==> src/rtl/adc_seq_pkg.sv <==
package adc_seq_pkg;
  localparam int CH_W = 4;

  typedef logic [CH_W-1:0] chan_t;

  typedef struct packed {
    chan_t hi;
    chan_t lo;
  } chan_rng_t;

  // next channel in a scan: wrap from top back to bottom
  function automatic chan_t chan_step(chan_t c, chan_rng_t r);
    return (c == r.hi) ? r.lo : chan_t'(c + 1'b1);
  endfunction
endpackage

==> src/rtl/adc_settle_timer.sv <==
module adc_settle_timer #(
  parameter int CYC = 1250
) (
  input  logic clk,
  input  logic rst_n,
  input  logic kick,
  output logic waiting
);
  localparam int CW = $clog2(CYC + 1);

  logic [CW-1:0] cnt;

  always_ff @(posedge clk or negedge rst_n) begin
    if (!rst_n)           cnt <= '0;
    else if (kick)        cnt <= CW'(CYC);
    else if (cnt != '0)   cnt <= cnt - 1'b1;
  end

  assign waiting = (cnt != '0);
endmodule

==> src/rtl/adc_chan_seq.sv <==
module adc_chan_seq
  import adc_seq_pkg::*;
(
  input  logic      clk,
  input  logic      rst_n,
  input  logic      rng_we,
  input  chan_rng_t rng_wdata,
  input  logic      conv_req,
  input  logic      hold,
  input  logic      adc_done,
  output logic      adc_start,
  output chan_t     cur_chan,
  output logic      scan_busy
);
  chan_rng_t rng;
  logic      pend;
  logic      inflight;
  logic      launch;

  assign launch    = pend & ~hold & ~inflight;
  assign adc_start = launch;

  always_ff @(posedge clk or negedge rst_n) begin
    if (!rst_n) begin
      rng       <= '0;
      cur_chan  <= '0;
      pend      <= 1'b0;
      inflight  <= 1'b0;
      scan_busy <= 1'b0;
    end else begin
      if (launch)   pend <= 1'b0;
      if (conv_req) pend <= 1'b1;
      if (launch) begin
        inflight  <= 1'b1;
        scan_busy <= 1'b1;
      end
      if (adc_done) begin
        inflight <= 1'b0;
        cur_chan <= chan_step(cur_chan, rng);
        if (cur_chan == rng.hi) scan_busy <= 1'b0;
      end
      if (rng_we) begin
        rng       <= rng_wdata;
        cur_chan  <= rng_wdata.lo;
        scan_busy <= 1'b0;
      end
    end
  end
endmodule

==> src/rtl/adc_sample_fifo.sv <==
module adc_sample_fifo #(
  parameter int W     = 16,
  parameter int DEPTH = 48
) (
  input  logic                       clk,
  input  logic                       rst_n,
  input  logic                       push,
  input  logic [W-1:0]               push_data,
  input  logic                       ovf_clr,
  output logic                       out_valid,
  input  logic                       out_ready,
  output logic [W-1:0]               out_data,
  output logic [$clog2(DEPTH+1)-1:0] level,
  output logic                       ovf
);
  localparam int PW = $clog2(DEPTH);
  localparam int LW = $clog2(DEPTH + 1);

  logic [W-1:0]  mem [DEPTH];
  logic [PW-1:0] wp, rp;
  logic          do_push, do_pop, drop;

  assign out_valid = (level != '0);
  assign out_data  = mem[rp];
  assign do_pop    = out_valid & out_ready;
  assign drop      = push & (level == LW'(DEPTH));
  assign do_push   = push & ~drop;

  always_ff @(posedge clk) begin
    if (do_push) mem[wp] <= push_data;
  end

  always_ff @(posedge clk or negedge rst_n) begin
    if (!rst_n) begin
      wp    <= '0;
      rp    <= '0;
      level <= '0;
      ovf   <= 1'b0;
    end else begin
      if (do_push) wp <= (wp == PW'(DEPTH - 1)) ? '0 : wp + 1'b1;
      if (do_pop)  rp <= (rp == PW'(DEPTH - 1)) ? '0 : rp + 1'b1;
      level <= level + LW'(do_push) - LW'(do_pop);
      if (drop)         ovf <= 1'b1;
      else if (ovf_clr) ovf <= 1'b0;
    end
  end
endmodule

==> src/rtl/adc_scan_seq.sv <==
module adc_scan_seq
  import adc_seq_pkg::*;
#(
  parameter int DATA_W    = 16,
  parameter int DEPTH     = 48,
  parameter int CLK_MHZ   = 125,
  parameter int SETTLE_US = 10,
  localparam int LVL_W    = $clog2(DEPTH + 1)
) (
  input  logic              clk,
  input  logic              rst_n,
  input  logic              rng_we,
  input  logic [7:0]        rng_wdata,
  input  logic              gain_we,
  input  logic              thr_we,
  input  logic [LVL_W-1:0]  thr_wdata,
  input  logic              conv_req,
  output logic              adc_start,
  output logic [CH_W-1:0]   adc_chan,
  input  logic              adc_done,
  input  logic [DATA_W-1:0] adc_data,
  output logic              smp_valid,
  input  logic              smp_ready,
  output logic [DATA_W-1:0] smp_data,
  output logic [LVL_W-1:0]  fifo_level,
  output logic              scan_busy,
  output logic              settle_wait,
  output logic [CH_W-1:0]   cur_chan,
  output logic              thr_irq,
  input  logic              irq_clr,
  output logic              fifo_ovf
);
  localparam int SETTLE_CYC = CLK_MHZ * SETTLE_US;

  logic [LVL_W-1:0] thr;

  adc_settle_timer #(.CYC(SETTLE_CYC)) u_settle (
    .clk     (clk),
    .rst_n   (rst_n),
    .kick    (rng_we | gain_we),
    .waiting (settle_wait)
  );

  adc_chan_seq u_seq (
    .clk       (clk),
    .rst_n     (rst_n),
    .rng_we    (rng_we),
    .rng_wdata (chan_rng_t'(rng_wdata)),
    .conv_req  (conv_req),
    .hold      (settle_wait),
    .adc_done  (adc_done),
    .adc_start (adc_start),
    .cur_chan  (cur_chan),
    .scan_busy (scan_busy)
  );

  assign adc_chan = cur_chan;

  adc_sample_fifo #(.W(DATA_W), .DEPTH(DEPTH)) u_fifo (
    .clk       (clk),
    .rst_n     (rst_n),
    .push      (adc_done),
    .push_data (adc_data),
    .ovf_clr   (irq_clr),
    .out_valid (smp_valid),
    .out_ready (smp_ready),
    .out_data  (smp_data),
    .level     (fifo_level),
    .ovf       (fifo_ovf)
  );

  always_ff @(posedge clk or negedge rst_n) begin
    if (!rst_n) begin
      thr     <= LVL_W'(DEPTH);
      thr_irq <= 1'b0;
    end else begin
      if (thr_we) thr <= thr_wdata;
      if (irq_clr)                 thr_irq <= 1'b0;
      else if (fifo_level >= thr)  thr_irq <= 1'b1;
    end
  end
endmodule

==> config.mk <==
export PLATFORM = sky130hd
export DESIGN_NAME = adc_scan_seq
export DESIGN_NICKNAME = d
export VERILOG_FILES = /design/src/rtl/adc_seq_pkg.sv /design/src/rtl/adc_settle_timer.sv /design/src/rtl/adc_chan_seq.sv /design/src/rtl/adc_sample_fifo.sv /design/src/rtl/adc_scan_seq.sv
export SDC_FILE = /design/constraint.sdc
export NUM_CORES = 1
export LEC_CHECK = 0
export ABC_AREA = 1
export BUFFER_PORTS_ARGS = -buffer_cell sky130_fd_sc_hd__buf_2
export CORE_MARGIN = 4
export CORE_UTILIZATION = 38
export CTS_CLUSTER_SIZE = 16
export DETAILED_ROUTE_END_ITERATION = 10
export GPL_ROUTABILITY_DRIVEN = 0
export PLACE_DENSITY_LB_ADDON = 0.1
export SLEW_MARGIN = 20
export SYNTH_ARGS = -nofsm -noshare
export SYNTH_HDL_FRONTEND = slang
export SYNTH_SLANG_ARGS = --single-unit
==> constraint.sdc <==
create_clock -name clk -period 7.2 [get_ports clk]
set_input_delay 0 -clock clk [delete_from_list [all_inputs] [get_ports clk]]
set_output_delay 0 -clock clk [all_outputs]
set_load 0.02 [all_outputs]
==> results of run 1 <==
-- flip-flops by register name, indices dropped and copies added, names as in the netlist --
register         cells
thr                  6
thr_irq              1
u_fifo.level         6
u_fifo.mem         768
u_fifo.ovf           1
u_fifo.rp            6
u_fifo.wp            6
u_seq.cur_chan       4
u_seq.inflight       1
u_seq.pend           1
u_seq.rng            8
u_seq.scan_busy      1
u_settle.cnt        11
-- cell type report --
cell class                 instances  area, sq um  area share, %
tap                             1176         1471          3.735
multi-input combinational       1922         8414          21.36
sequential                       820        24380          61.88
clock buffer                     105         2361          5.994
inverter                         203        779.5          1.979
clock inverter                    61        550.5          1.398
timing repair buffer             196         1439          3.653
-- per-layer routing --
layer  vias up  wire (um)  track usage [%]
li1      10800          -                -
met4         0       2570            5.706
met1     11230      44680            28.76
met2       602      47070            34.03
met3       127       5076            2.773
met5         -          0                0
-- final timing paths --
check,endpoint,slack (ps)
min in group clk,u_fifo.mem[24][1],30
worst min register to register,u_seq.pend,490
worst max register to register,u_fifo.mem[21][4],3850
max in group asynchronous,u_fifo.rp[0],6620
worst min-delay path,thr[1],20
worst max-delay path,smp_data[9],2710
-- metrics by stage --
step | total power (uW) | utilization (%) | setup WS (ps)
after global placement | 10300 | 39.98 | 3344
final | 14770 | 43.76 | 2710
after floorplan | 8576 | - | 4535
after CTS | 14940 | 43.74 | 2682
after detailed placement | 10320 | 39.98 | 3382
after global routing | 15560 | 43.76 | 2414
-- cells by family (layout without fill, tap and decap cells) --
family	Yosys count	count (layout)	synth area share [%]
simple gates	1564	1564	18.31
flops	820	820	70.75
buf+inv	368	565	4.839
compound gates	319	319	4.839
fa+ha+maj	21	21	0.7847
xor+xnor	15	15	0.3815
mux	3	3	0.09809
-- power breakdown --
group	internal (uW)	switching, uW	total, uW	leakage, uW
Combinational	1200	3330	4530	0.00592
Sequential	5460	214	5670	0.00753
Clock	2670	1900	4570	0.00144
-- critical path, delay by kind of cell (launching register included) --
kind / cells / cell delay (ps)
DFF: 1 / 910
AOI/OAI and AO/OA: 1 / 310
buffers and inverters: 3 / 1460
and+or+nand+nor: 5 / 860
-- layout by cell type (no fill, tap or decap), types with 18 or more instances in the layout --
| master | n |
|---|---|
| dlygate4sd3_1 | 49 |
| nand3_1 | 291 |
| nand2_1 | 769 |
| dfrtp_1 | 46 |
| ha_1 | 20 |
| clkinv_2 | 22 |
| o211ai_1 | 18 |
| edfxtp_1 | 768 |
| buf_2 | 72 |
| o21ai_1 | 41 |
| nor2_1 | 473 |
| inv_1 | 194 |
| buf_4 | 73 |
| clkbuf_16 | 92 |
| a21oi_1 | 31 |
| o21ai_0 | 219 |
| clkinv_1 | 27 |
-- what timing repair did --
action,CTS,global route
hold buffers,47,2
hold endpoints to repair,90,96
buffers inserted,0,0
gates resized for setup,0,0
==> impl_metrics.json, run 1 <==
{
  "outcome": "finished clean",
  "vias": 22760,
  "yosys.area.top_type": "edfxtp_1",
  "die_x_um": 309.0,
  "clk_latency_ps": 640,
  "num-nets-final": 3293,
  "ant_nets": 0,
  "htree_levels": 3,
  "rows": 110,
  "setup_tns_ps": 0,
  "worstPathRequired_ps": 7200,
  "grt_pass1_wl_um": 146000,
  "stdcell_count": 4483,
  "cp_max_fo": 190,
  "post_dp_cell_area_sq_um": 35980,
  "cellLeakagePower_uw": 0.01489,
  "viasPerCell": 5.076,
  "cpMostUsedCell": "nand3_1",
  "synth_area_sq_um": 34440,
  "drive_gt1_share_pct": 8.890,
  "whs_ps": 18.26,
  "clock_skew_ps": 22.47,
  "clk_pin_slew_ps": 60,
  "port_buffers": 74,
  "power.density_nw_per_um2": 374.9,
  "worstPathArrival_ps": 4490,
  "drc_errors": 0,
  "start_kind": "register",
  "pin_count": 75,
  "synth.top_cell.area_share_pct": 66.96,
  "cp_cell_sequence": "clkinv_8 > buf_12 > o21ai_0 > nand3_1 > nand3_1 > nand2_1 > nand3_1 > nand2_1 > buf_2",
  "diodes": 0,
  "fmax_mhz": 222.7,
  "r2r_start": "u_fifo.level[2]",
  "cp_slowest_cell": "dfrtp_4",
  "avgSynthCellArea_sq_um": 11.07,
  "finalWorstPathRequiredPeriod_ps": 4490,
  "synth_top_flop_cell": "edfxtp_1",
  "ys_ff_latch": 820,
  "drv_slew": 0,
  "cts_tree": "built",
  "start_util_pct": 38.26,
  "end_kind": "output port",
  "synthToLayoutAreaGrowth_pct": 14.38,
  "async_flop_share_pct": 6.341,
  "setup_viol": 0,
  "synth-edff-count": 768,
  "max_stage_delay_ps": 910,
  "path_class": "register to output port",
  "grt_max_degree": 191,
  "ys_seq_area_share_pct": 70.75,
  "post-synth-top-count-cell": "nand2_1",
  "grt_pass1_vias": 22070,
  "ys.warnings.count": 0,
  "grt_use_total_pct": 20.59,
  "synthTopCellsByArea": "edfxtp_1 (67%), nand2_1 (8.4%), nor2_1 (5.2%)",
  "netlist_instances": 3110,
  "worst-r2r-cell-count": 8,
  "nFillCells": 8436,
  "ys_types": 37,
  "antenna_found_initial": 0,
  "cts_sinks": 820,
  "startpoint": "u_fifo.rp[0]",
  "fin_crit_sh_pct": 62.37,
  "synth_nets": 3170,
  "synthTopCellsByCount": "nand2_1 (769), edfxtp_1 (768), nor2_1 (474), nand3_1 (291), o21ai_0 (219)",
  "overflow": 0,
  "drt_iter0_markers": 1967,
  "dp_cells": 4268,
  "drv_cap": 0,
  "slew_headroom_pct": 23.07,
  "min-delay-path-class": "input port to asynchronous set/reset pin",
  "die_h_um": 309.0,
  "routedWlPerCell_um": 22.17,
  "cts_buffers": 90,
  "firstDrtPassIters": 6,
  "ctsLongestPathBuffers": 3,
  "tightest_slew_ps": 1154,
  "vdd_ir_drop_max_v": 0.0002637,
  "hpwl_um": 53140,
  "hold_violations": 0,
  "clockRootBuffer": "clkbuf_16",
  "rsz0062_at_grt": "no",
  "fin_area_sq_um": 39390,
  "die-area_sq_um": 95510,
  "coreArea_sq_um": 90010,
  "wirelength_um": 99400
}
(Power assumes the default switching activity.)
==> inputs of run 2 (changes only) <==
==> constraint.sdc (replaced) <==
create_clock -name clk -period 4.44 [get_ports clk]
set_input_delay 0 -clock clk [delete_from_list [all_inputs] [get_ports clk]]
set_output_delay 0 -clock clk [all_outputs]
set_load 0.02 [all_outputs]
==> impl_metrics.json, run 2 (synthesized netlist as in run 1, its figures left out) <==
{
  "mostFrequentLayoutCell": "nand2_1",
  "wirelength_um": 106300,
  "fin_crit_sh_pct": 87.52,
  "coreArea_sq_um": 90010,
  "power_uw": 24450,
  "cts_sinks": 820,
  "drv_cap": 0,
  "die-area_sq_um": 95510,
  "overflow": 0,
  "p_comb_share_pct": 32.1,
  "drive_gt1_share_pct": 9.288,
  "cts_buffers": 92,
  "num-nets-final": 3310,
  "slew_headroom_pct": 28.85,
  "dp_cells": 4284,
  "synthToLayoutAreaGrowth_pct": 15.02,
  "setup_tns_ps": 0,
  "drt_iter0_markers": 2178,
  "ctsLongestPathBuffers": 3,
  "clock_skew_ps": 33.13,
  "largest_reg_flops": 768,
  "grt_pass1_vias": 22780,
  "worstPathRequired_ps": 4440,
  "cellLeakagePower_uw": 0.01498,
  "vias": 23290,
  "firstDrtPassIters": 5,
  "start_kind": "register",
  "max_stage_delay_ps": 870,
  "worstPathArrival_ps": 3890,
  "die_x_um": 309.0,
  "antenna_found_initial": 2,
  "diodes": 0,
  "ant_nets": 0,
  "viasPerCell": 5.171,
  "rows": 110,
  "reg.largest.list": "u_fifo.mem (768), u_settle.cnt (11), u_seq.rng (8)",
  "start_util_pct": 38.26,
  "cts_setup_buffers": 0,
  "path_class": "register to output port",
  "cp_max_fo": 102,
  "cpMostUsedCell": "nand2_1",
  "stdcell_count": 4503,
  "tightest_slew_ps": 1056,
  "cts_tree": "built",
  "pwr-share-seq_pct": 37.4,
  "grt_pass1_wl_um": 156100,
  "fmax_mhz": 257.3,
  "hpwl_um": 60820,
  "grt_use_total_pct": 22.24,
  "drc_errors": 0,
  "die_h_um": 309.0,
  "p_sw_uw": 9266,
  "routedWlPerCell_um": 23.60,
  "grt_max_degree": 185,
  "power.density_nw_per_um2": 617.2,
  "outcome": "finished clean",
  "cp_cell_sequence": "inv_6 > o21ai_0 > o21ai_0 > nand2_1 > nand2_1 > inv_1 > nand2_1 > nand2_1 > nand2_1 > buf_2",
  "cp_slowest_cell": "o21ai_0",
  "rsz0062_at_grt": "no",
  "htree_levels": 3,
  "clk_latency_ps": 660,
  "end_kind": "output port",
  "port_buffers": 74,
  "p_sw_share_pct": 37.91,
  "drv_slew": 0,
  "hold_violations": 0,
  "setup_viol": 0,
  "internal-power_uw": 15180,
  "clockRootBuffer": "clkbuf_16",
  "power.clock.fraction_pct": 30.5,
  "vdd_ir_drop_max_v": 0.0003889,
  "regMostFlops": "u_fifo.mem",
  "min-delay-path-class": "input port to register",
  "pin_count": 75,
  "clk_pin_slew_ps": 60,
  "whs_ps": 10.97,
  "final_cell_mix": "nand2_1 (769), edfxtp_1 (768), nor2_1 (472)",
  "finalWorstPathRequiredPeriod_ps": 3886
}
==> run 2: cell type report <==
class | instances | area [sq um]
clock buffers | 120 | 2480
fillers | 8506 | 50400
repair buffers | 211 | 1613
multi-input cells | 1922 | 8417
clock inverters | 51 | 475.5
inverters | 203 | 779.5
flip-flops and latches | 820 | 24370
well taps | 1176 | 1471
==> run 2: through the flow <==
stage	util, %	cell area [sq um]	worst slack (ps)
detailed placement	40.19	36170	1290
CTS	43.99	39600	571.4
finish	44.01	39610	554.1
global route	44.01	39610	326.1
global placement	40.17	36160	790.2
floorplan	-	34440	1775
==> run 2: power by group through the flow <==
stage	Combinational (uW)	Clock, uW	Sequential [uW]
6_report	7850	7460	9140
3_3_place_gp	7860	0	9280
5_1_grt	8570	7960	9160
3_5_place_dp	7840	0	9290
4_1_cts	7910	7600	9130
2_1_floorplan	4730	0	9170
==> run 2: worst max-delay path: cells and delay by family (launching register included) <==
family                 cells  cell delay (ps)
AO/OA/AOI/OAI              2             1070
buffers and inverters      3              910
flip-flops                 1              660
AND/OR/NAND/NOR            5              460
==> run 2: path summary, 6_finish.rpt <==
kind | startpoint | to | slack, ps | cells past startpoint
max in group asynchronous | rst_n | u_fifo.rp[1] | 3840 | 3
worst max-delay path | u_fifo.rp[1] | smp_data[14] | 550 | 10
min in group asynchronous | rst_n | u_fifo.level[4] | 20 | 3
worst max register to register | u_fifo.level[3] | u_fifo.mem[41][6] | 1260 | 8
worst min register to register | u_seq.pend | u_seq.pend | 480 | 1
worst min-delay path | adc_data[0] | u_fifo.mem[30][0] | 10 | 2
==> run 2: per-layer routing <==
metal | wire (um) | up-vias | GRT usage, %
li1 | - | 10850 | -
met1 | 47920 | 11620 | 31.48
met2 | 50030 | 699 | 36.17
met3 | 5612 | 124 | 2.978
met4 | 2699 | 0 | 6.368
met5 | 0 | - | 0
==> run 2: repair_timing <==
action,in CTS,in global routing
hold buffers,47,1
endpoints found under the hold margin,92,48
gates resized for setup,0,0
